### src/rtl/fpcsr_pkg.sv
package fpcsr_pkg;

  localparam int FLAG_W = 5;
  localparam int RM_W   = 3;
  localparam int CSR_W  = FLAG_W + RM_W;

  localparam logic [6:0]      SYSTEM_OPC    = 7'b1110011;
  localparam logic [11:0]     ADDR_FLAGS    = 12'h001;
  localparam logic [11:0]     ADDR_RM       = 12'h002;
  localparam logic [11:0]     ADDR_ALL      = 12'h003;
  localparam logic [RM_W-1:0] RM_LAST_LEGAL = 3'b100;

  typedef enum logic [1:0] {
    OP_NONE  = 2'b00,
    OP_WRITE = 2'b01,
    OP_SET   = 2'b10,
    OP_CLEAR = 2'b11
  } csr_op_e;

  typedef enum logic [1:0] {
    SEL_NONE  = 2'b00,
    SEL_FLAGS = 2'b01,
    SEL_RM    = 2'b10,
    SEL_ALL   = 2'b11
  } csr_sel_e;

  typedef struct packed {
    csr_op_e     op;
    logic        use_imm;
    logic [4:0]  rd;
    logic [4:0]  src;
    logic [11:0] addr;
    logic [6:0]  opc;
  } csr_dec_t;

  function automatic logic [CSR_W-1:0] csr_rmw(csr_op_e op, logic [CSR_W-1:0] old_v,
                                                logic [CSR_W-1:0] opnd);
    case (op)
      OP_WRITE: csr_rmw = opnd;
      OP_SET:   csr_rmw = old_v | opnd;
      OP_CLEAR: csr_rmw = old_v & ~opnd;
      default:  csr_rmw = old_v;
    endcase
  endfunction

  function automatic logic rm_is_legal(logic [RM_W-1:0] rm);
    rm_is_legal = (rm <= RM_LAST_LEGAL);
  endfunction

endpackage

### src/rtl/fpcsr_decode.sv
module fpcsr_decode
  import fpcsr_pkg::*;
#(
  parameter int XLEN = 64
) (
  input  logic [31:0]      insn_i,
  input  logic [XLEN-1:0]  rs1_val_i,
  output csr_dec_t         dec_o,
  output csr_sel_e         sel_o,
  output logic             legal_o,
  output logic [CSR_W-1:0] opnd_o
);

  always_comb begin
    dec_o.opc     = insn_i[6:0];
    dec_o.rd      = insn_i[11:7];
    dec_o.op      = csr_op_e'(insn_i[13:12]);
    dec_o.use_imm = insn_i[14];
    dec_o.src     = insn_i[19:15];
    dec_o.addr    = insn_i[31:20];
  end

  always_comb begin
    case (dec_o.addr)
      ADDR_FLAGS: sel_o = SEL_FLAGS;
      ADDR_RM:    sel_o = SEL_RM;
      ADDR_ALL:   sel_o = SEL_ALL;
      default:    sel_o = SEL_NONE;
    endcase
  end

  assign legal_o = (dec_o.opc == SYSTEM_OPC) && (dec_o.op != OP_NONE) && (sel_o != SEL_NONE);

  always_comb begin
    if (dec_o.use_imm)
      opnd_o = {{(CSR_W-5){1'b0}}, dec_o.src};
    else if (dec_o.src == 5'd0)
      opnd_o = '0;
    else
      opnd_o = rs1_val_i[CSR_W-1:0];
  end

endmodule

### src/rtl/fpcsr_state.sv
module fpcsr_state
  import fpcsr_pkg::*;
(
  input  logic              clk,
  input  logic              rst_n,
  input  logic              wr_en_i,
  input  csr_sel_e          sel_i,
  input  logic [CSR_W-1:0]  new_val_i,
  input  logic [FLAG_W-1:0] fpu_flags_i,
  output logic [RM_W-1:0]   frm_q_o,
  output logic [FLAG_W-1:0] fflags_q_o,
  output logic [RM_W-1:0]   host_rm_q_o,
  output logic              frm_wr_o,
  output logic              flags_wr_o,
  output logic              rm_update_o,
  output logic [RM_W-1:0]   frm_next_o
);

  assign frm_wr_o    = wr_en_i && (sel_i == SEL_RM || sel_i == SEL_ALL);
  assign flags_wr_o  = wr_en_i && (sel_i == SEL_FLAGS || sel_i == SEL_ALL);
  assign frm_next_o  = (sel_i == SEL_RM) ? new_val_i[RM_W-1:0] : new_val_i[CSR_W-1:FLAG_W];
  assign rm_update_o = frm_wr_o && rm_is_legal(frm_next_o);

  always_ff @(posedge clk or negedge rst_n) begin
    if (!rst_n) begin
      frm_q_o     <= '0;
      fflags_q_o  <= '0;
      host_rm_q_o <= '0;
    end else begin
      if (frm_wr_o) frm_q_o <= frm_next_o;
      if (rm_update_o) host_rm_q_o <= frm_next_o;
      if (flags_wr_o) fflags_q_o <= new_val_i[FLAG_W-1:0];
      else            fflags_q_o <= fflags_q_o | fpu_flags_i;
    end
  end

endmodule

### src/rtl/fpcsr_unit.sv
module fpcsr_unit
  import fpcsr_pkg::*;
#(
  parameter int XLEN = 64
) (
  input  logic              clk,
  input  logic              rst_n,
  input  logic              valid_i,
  input  logic [31:0]       insn_i,
  input  logic [XLEN-1:0]   rs1_val_i,
  input  logic [4:0]        fpu_flags_i,
  output logic              rd_we_o,
  output logic [4:0]        rd_idx_o,
  output logic [XLEN-1:0]   rd_data_o,
  output logic              illegal_insn_o,
  output logic [2:0]        rm_o,
  output logic              illegal_rm_o
);

  csr_dec_t         dec;
  csr_sel_e         sel;
  logic             legal;
  logic [CSR_W-1:0] opnd;
  logic [CSR_W-1:0] old_val;
  logic [CSR_W-1:0] new_val;
  logic             csr_commit;
  logic [RM_W-1:0]  frm_q;
  logic [FLAG_W-1:0] fflags_q;
  logic [RM_W-1:0]  host_rm_q;
  logic             frm_wr;
  logic             flags_wr;
  logic             rm_update;
  logic [RM_W-1:0]  frm_next;

  fpcsr_decode #(.XLEN(XLEN)) u_decode (
    .insn_i    (insn_i),
    .rs1_val_i (rs1_val_i),
    .dec_o     (dec),
    .sel_o     (sel),
    .legal_o   (legal),
    .opnd_o    (opnd)
  );

  always_comb begin
    case (sel)
      SEL_FLAGS: old_val = {{RM_W{1'b0}}, fflags_q};
      SEL_RM:    old_val = {{FLAG_W{1'b0}}, frm_q};
      SEL_ALL:   old_val = {frm_q, fflags_q};
      default:   old_val = '0;
    endcase
  end

  assign csr_commit = valid_i && legal;
  assign new_val    = csr_rmw(dec.op, old_val, opnd);

  fpcsr_state u_state (
    .clk         (clk),
    .rst_n       (rst_n),
    .wr_en_i     (csr_commit),
    .sel_i       (sel),
    .new_val_i   (new_val),
    .fpu_flags_i (fpu_flags_i),
    .frm_q_o     (frm_q),
    .fflags_q_o  (fflags_q),
    .host_rm_q_o (host_rm_q),
    .frm_wr_o    (frm_wr),
    .flags_wr_o  (flags_wr),
    .rm_update_o (rm_update),
    .frm_next_o  (frm_next)
  );

  assign rd_we_o        = csr_commit && (dec.rd != 5'd0);
  assign rd_idx_o       = dec.rd;
  assign rd_data_o      = {{(XLEN-CSR_W){1'b0}}, old_val};
  assign illegal_insn_o = valid_i && !legal;
  assign rm_o           = host_rm_q;
  assign illegal_rm_o   = !rm_is_legal(frm_q);

endmodule

### config.mk
export PLATFORM = sky130hd
export DESIGN_NAME = fpcsr_unit
export DESIGN_NICKNAME = d
export VERILOG_FILES = /design/src/rtl/fpcsr_pkg.sv /design/src/rtl/fpcsr_decode.sv /design/src/rtl/fpcsr_state.sv /design/src/rtl/fpcsr_unit.sv
export SDC_FILE = /design/constraint.sdc
export NUM_CORES = 1
export LEC_CHECK = 0
export BUFFER_PORTS_ARGS = -buffer_cell sky130_fd_sc_hd__buf_2
export CORE_ASPECT_RATIO = 1.25
export CORE_MARGIN = 10
export CORE_UTILIZATION = 39
export DETAILED_ROUTE_END_ITERATION = 8
export PLACE_DENSITY = 0.9
export SLEW_MARGIN = 20
export SYNTH_ARGS = -nofsm -noshare
export SYNTH_HDL_FRONTEND = slang
export SYNTH_HIERARCHICAL = 1
export SYNTH_SLANG_ARGS = --single-unit
### constraint.sdc
create_clock -name clk -period 3.77 [get_ports clk]
set_input_delay 0.9425 -clock clk [delete_from_list [all_inputs] [get_ports clk]]
set_output_delay 0.9425 -clock clk [all_outputs]
set_load 0.05 [all_outputs]
==> results.sh <==
export IMPL_commonest_non_fill_non_tap_cells_in_the_layout="sky130_fd_sc_hd__buf_2 (66), sky130_fd_sc_hd__conb_1 (56), sky130_fd_sc_hd__a21oi_1 (16), sky130_fd_sc_hd__nor2_1 (14), sky130_fd_sc_hd__dfrtp_1 (11)"
export IMPL_critical_path_maximum_fanout=6
export IMPL_syn_to_final_growth_pct=9.06
export IMPL_core_region_area_mm2=0.00378
export IMPL_placementRows=25
export IMPL_path_delay_family="simple AND/OR/NAND/NOR gates"
export IMPL_design_die_area_mm2=0.00685
export IMPL_critical_path_endpoint_type="output port"
export IMPL_wire_length_of_the_first_global_routing_pass_um=6460
export IMPL_final_min_period_over_clock_period_pct=91.6
export IMPL_ctsResizeCount=0
export IMPL_route_vias_total=1299
export IMPL_routabilityCongestion=0.819
export IMPL_slew_viol_final=0
export IMPL_fillers=382
export IMPL_postCtsSetupRepairBufs=0
export IMPL_number_of_buffers_created_by_cts=3
export IMPL_initial_utilization_pct=40.5
export IMPL_cts_hold_fix_buffers=0
export IMPL_syn_area_mm2=0.00153
export IMPL_timing_hold_worst_class="register to register"
export IMPL_nets=349
export IMPL_max_freq_mhz=290
export IMPL_placed_area_mm2=0.00163
export IMPL_cts_clk_slew_worst_paths_ns=0.05
export IMPL_clk_latency_ns=0.24
export IMPL_crit_buf_inv=2
export IMPL_detailedPlacementHpwl_um=3770
export IMPL_setup_worst_path_class="input pin to output port"
export IMPL_die_w_um=76.1
export IMPL_clkSinkCount=11
export IMPL_drcViolationCount=0
export IMPL_setup_tns_final_ns=0
export IMPL_ys_warns=6
export IMPL_grt_usage_pct=11.0
export IMPL_vdd_ir_drop_max_mv=0.116
export IMPL_timing_critical_path_mode_cell="sky130_fd_sc_hd__buf_2"
export IMPL_cp_cell_sequence="buf_2 > nor4_2 > nand3_1 > nor2_1 > nor2b_1 > a22o_1 > buf_2"
export IMPL_post_drt_via_cell_ratio=4.36
export IMPL_tritoncts="built"
export IMPL_ctsLongestPathBuffers=2
export IMPL_required_worst_endpoint_ns=2.83
export IMPL_routedWlPerCell_um=14.3
export IMPL_initial_antenna_violation_count=0
export IMPL_wirelength_routed_um=4250
export IMPL_timing_critical_path_from_type="input pin"
export IMPL_setup_violations=0
export IMPL_n_antenna_cell=0
export IMPL_first_iter_violations=55
export IMPL_power_per_cell_area_mw_per_mm2=269
export IMPL_clock_skew_ns=0.00433
export IMPL_drt_pass1_iterations=4
export IMPL_hold_viol_final=0
export IMPL_grt_overflow_total=0
export IMPL_drive_gt1_share_pct=35.7
export IMPL_clock_tree_root_cell="sky130_fd_sc_hd__clkbuf_8"
export IMPL_detail_route_antenna_nets=0
export IMPL_worst_path_max_delay_cell="sky130_fd_sc_hd__nor2b_1"
export IMPL_grt_start_max_net_pins=21
export IMPL_postLayoutCellArea_mm2=0.00167
export IMPL_design_portCount=179
export IMPL_unrepaired_setup_endpoints_after_global_routing="no"
export IMPL_synthesis_instances=186
export IMPL_placement_io_buffers=66
export IMPL_syn_avg_cell_area_um2=8.24
export IMPL_worst_ep_arrival_time_ns=2.51
export IMPL_die_h_um=90.1
export IMPL_vias_in_the_first_global_route=1380
export IMPL_run_status="complete, no violations"
export IMPL_worst_hold_slack_ns=0.503
export IMPL_ctsHtreeMaxLevel=1
export IMPL_mostFrequentLayoutCell="sky130_fd_sc_hd__buf_2"
export IMPL_delay_of_the_slowest_critical_path_stage_ns=0.39
export IMPL_timing_max_cap_violations=0
export IMPL_period_minus_slack_ns=3.45
export IMPL_power_leakage_uw=0.000881
[area by class of cell]
class	count	area, µm²	share of cell area [%]
sequential	11	275	16.5
clock inverter	1	5.00	0.299
tap	54	67.6	4.04
multi-input combinational	157	922	55.2
clock buffer	3	41.3	2.47
inverter	4	15.0	0.898
timing repair buffer	68	345	20.7
[per-stage QoR]
| step | setup slack, ns | utilization, % | total power [µW] | cells |
|---|---|---|---|---|
| CTS | 0.309 | 44.2 | 450 | 298 |
| finish | 0.316 | 44.2 | 450 | 298 |
| detailed placement | 0.310 | 42.9 | 332 | 294 |
| global route | 0.176 | 44.2 | 470 | 298 |
| floorplan | 0.322 | - | 348 | 241 |
| global placement | 0.328 | 42.9 | 330 | 294 |
[power breakdown]
group | internal, µW | leakage, µW | total (µW) | switching, µW
combinational | 41.3 | 0.000727 | 216 | 175
sequential | 118 | 0.000128 | 118 | 0.0000104
clock | 72.5 | 0.0000255 | 116 | 43.5
total | 232 | 0.000881 | 450 | 218
[metal layers]
layer	routed length [µm]	part of all wire (%)	vias to the layer above	GRT usage, %
li1	-	-	635	-
met1	1490	35	584	9.78
met2	2330	55	71	21.7
met3	347	8.2	9	3.98
met4	85	2.0	0	4.19
met5	0	0	-	0
[registers in the layout (all words and copies together), names as in the netlist]
register,count
u_state/fflags_q_o,5
u_state/frm_q_o,3
u_state/host_rm_q_o,3
[worst paths after layout]
path / slack [ns] / depth (start not counted) / startpoint / end
max: 0.32 / 7 / insn_i[27] / rd_data_o[1]
min: 0.50 / 1 / u_state/host_rm_q_o[2]$_DFFE_PN0P_ / u_state/host_rm_q_o[2]$_DFFE_PN0P_
max reg2reg: 2.13 / 5 / u_state/fflags_q_o[1]$_DFF_PN0_ / u_state/host_rm_q_o[2]$_DFFE_PN0P_
min reg2reg: 0.50 / 1 / u_state/host_rm_q_o[2]$_DFFE_PN0P_ / u_state/host_rm_q_o[2]$_DFFE_PN0P_
max in group asynchronous: 3.01 / 1 / rst_n / u_state/fflags_q_o[1]$_DFF_PN0_
min in group asynchronous: 0.56 / 1 / rst_n / u_state/fflags_q_o[2]$_DFF_PN0_
(Power assumes the default switching activity.)
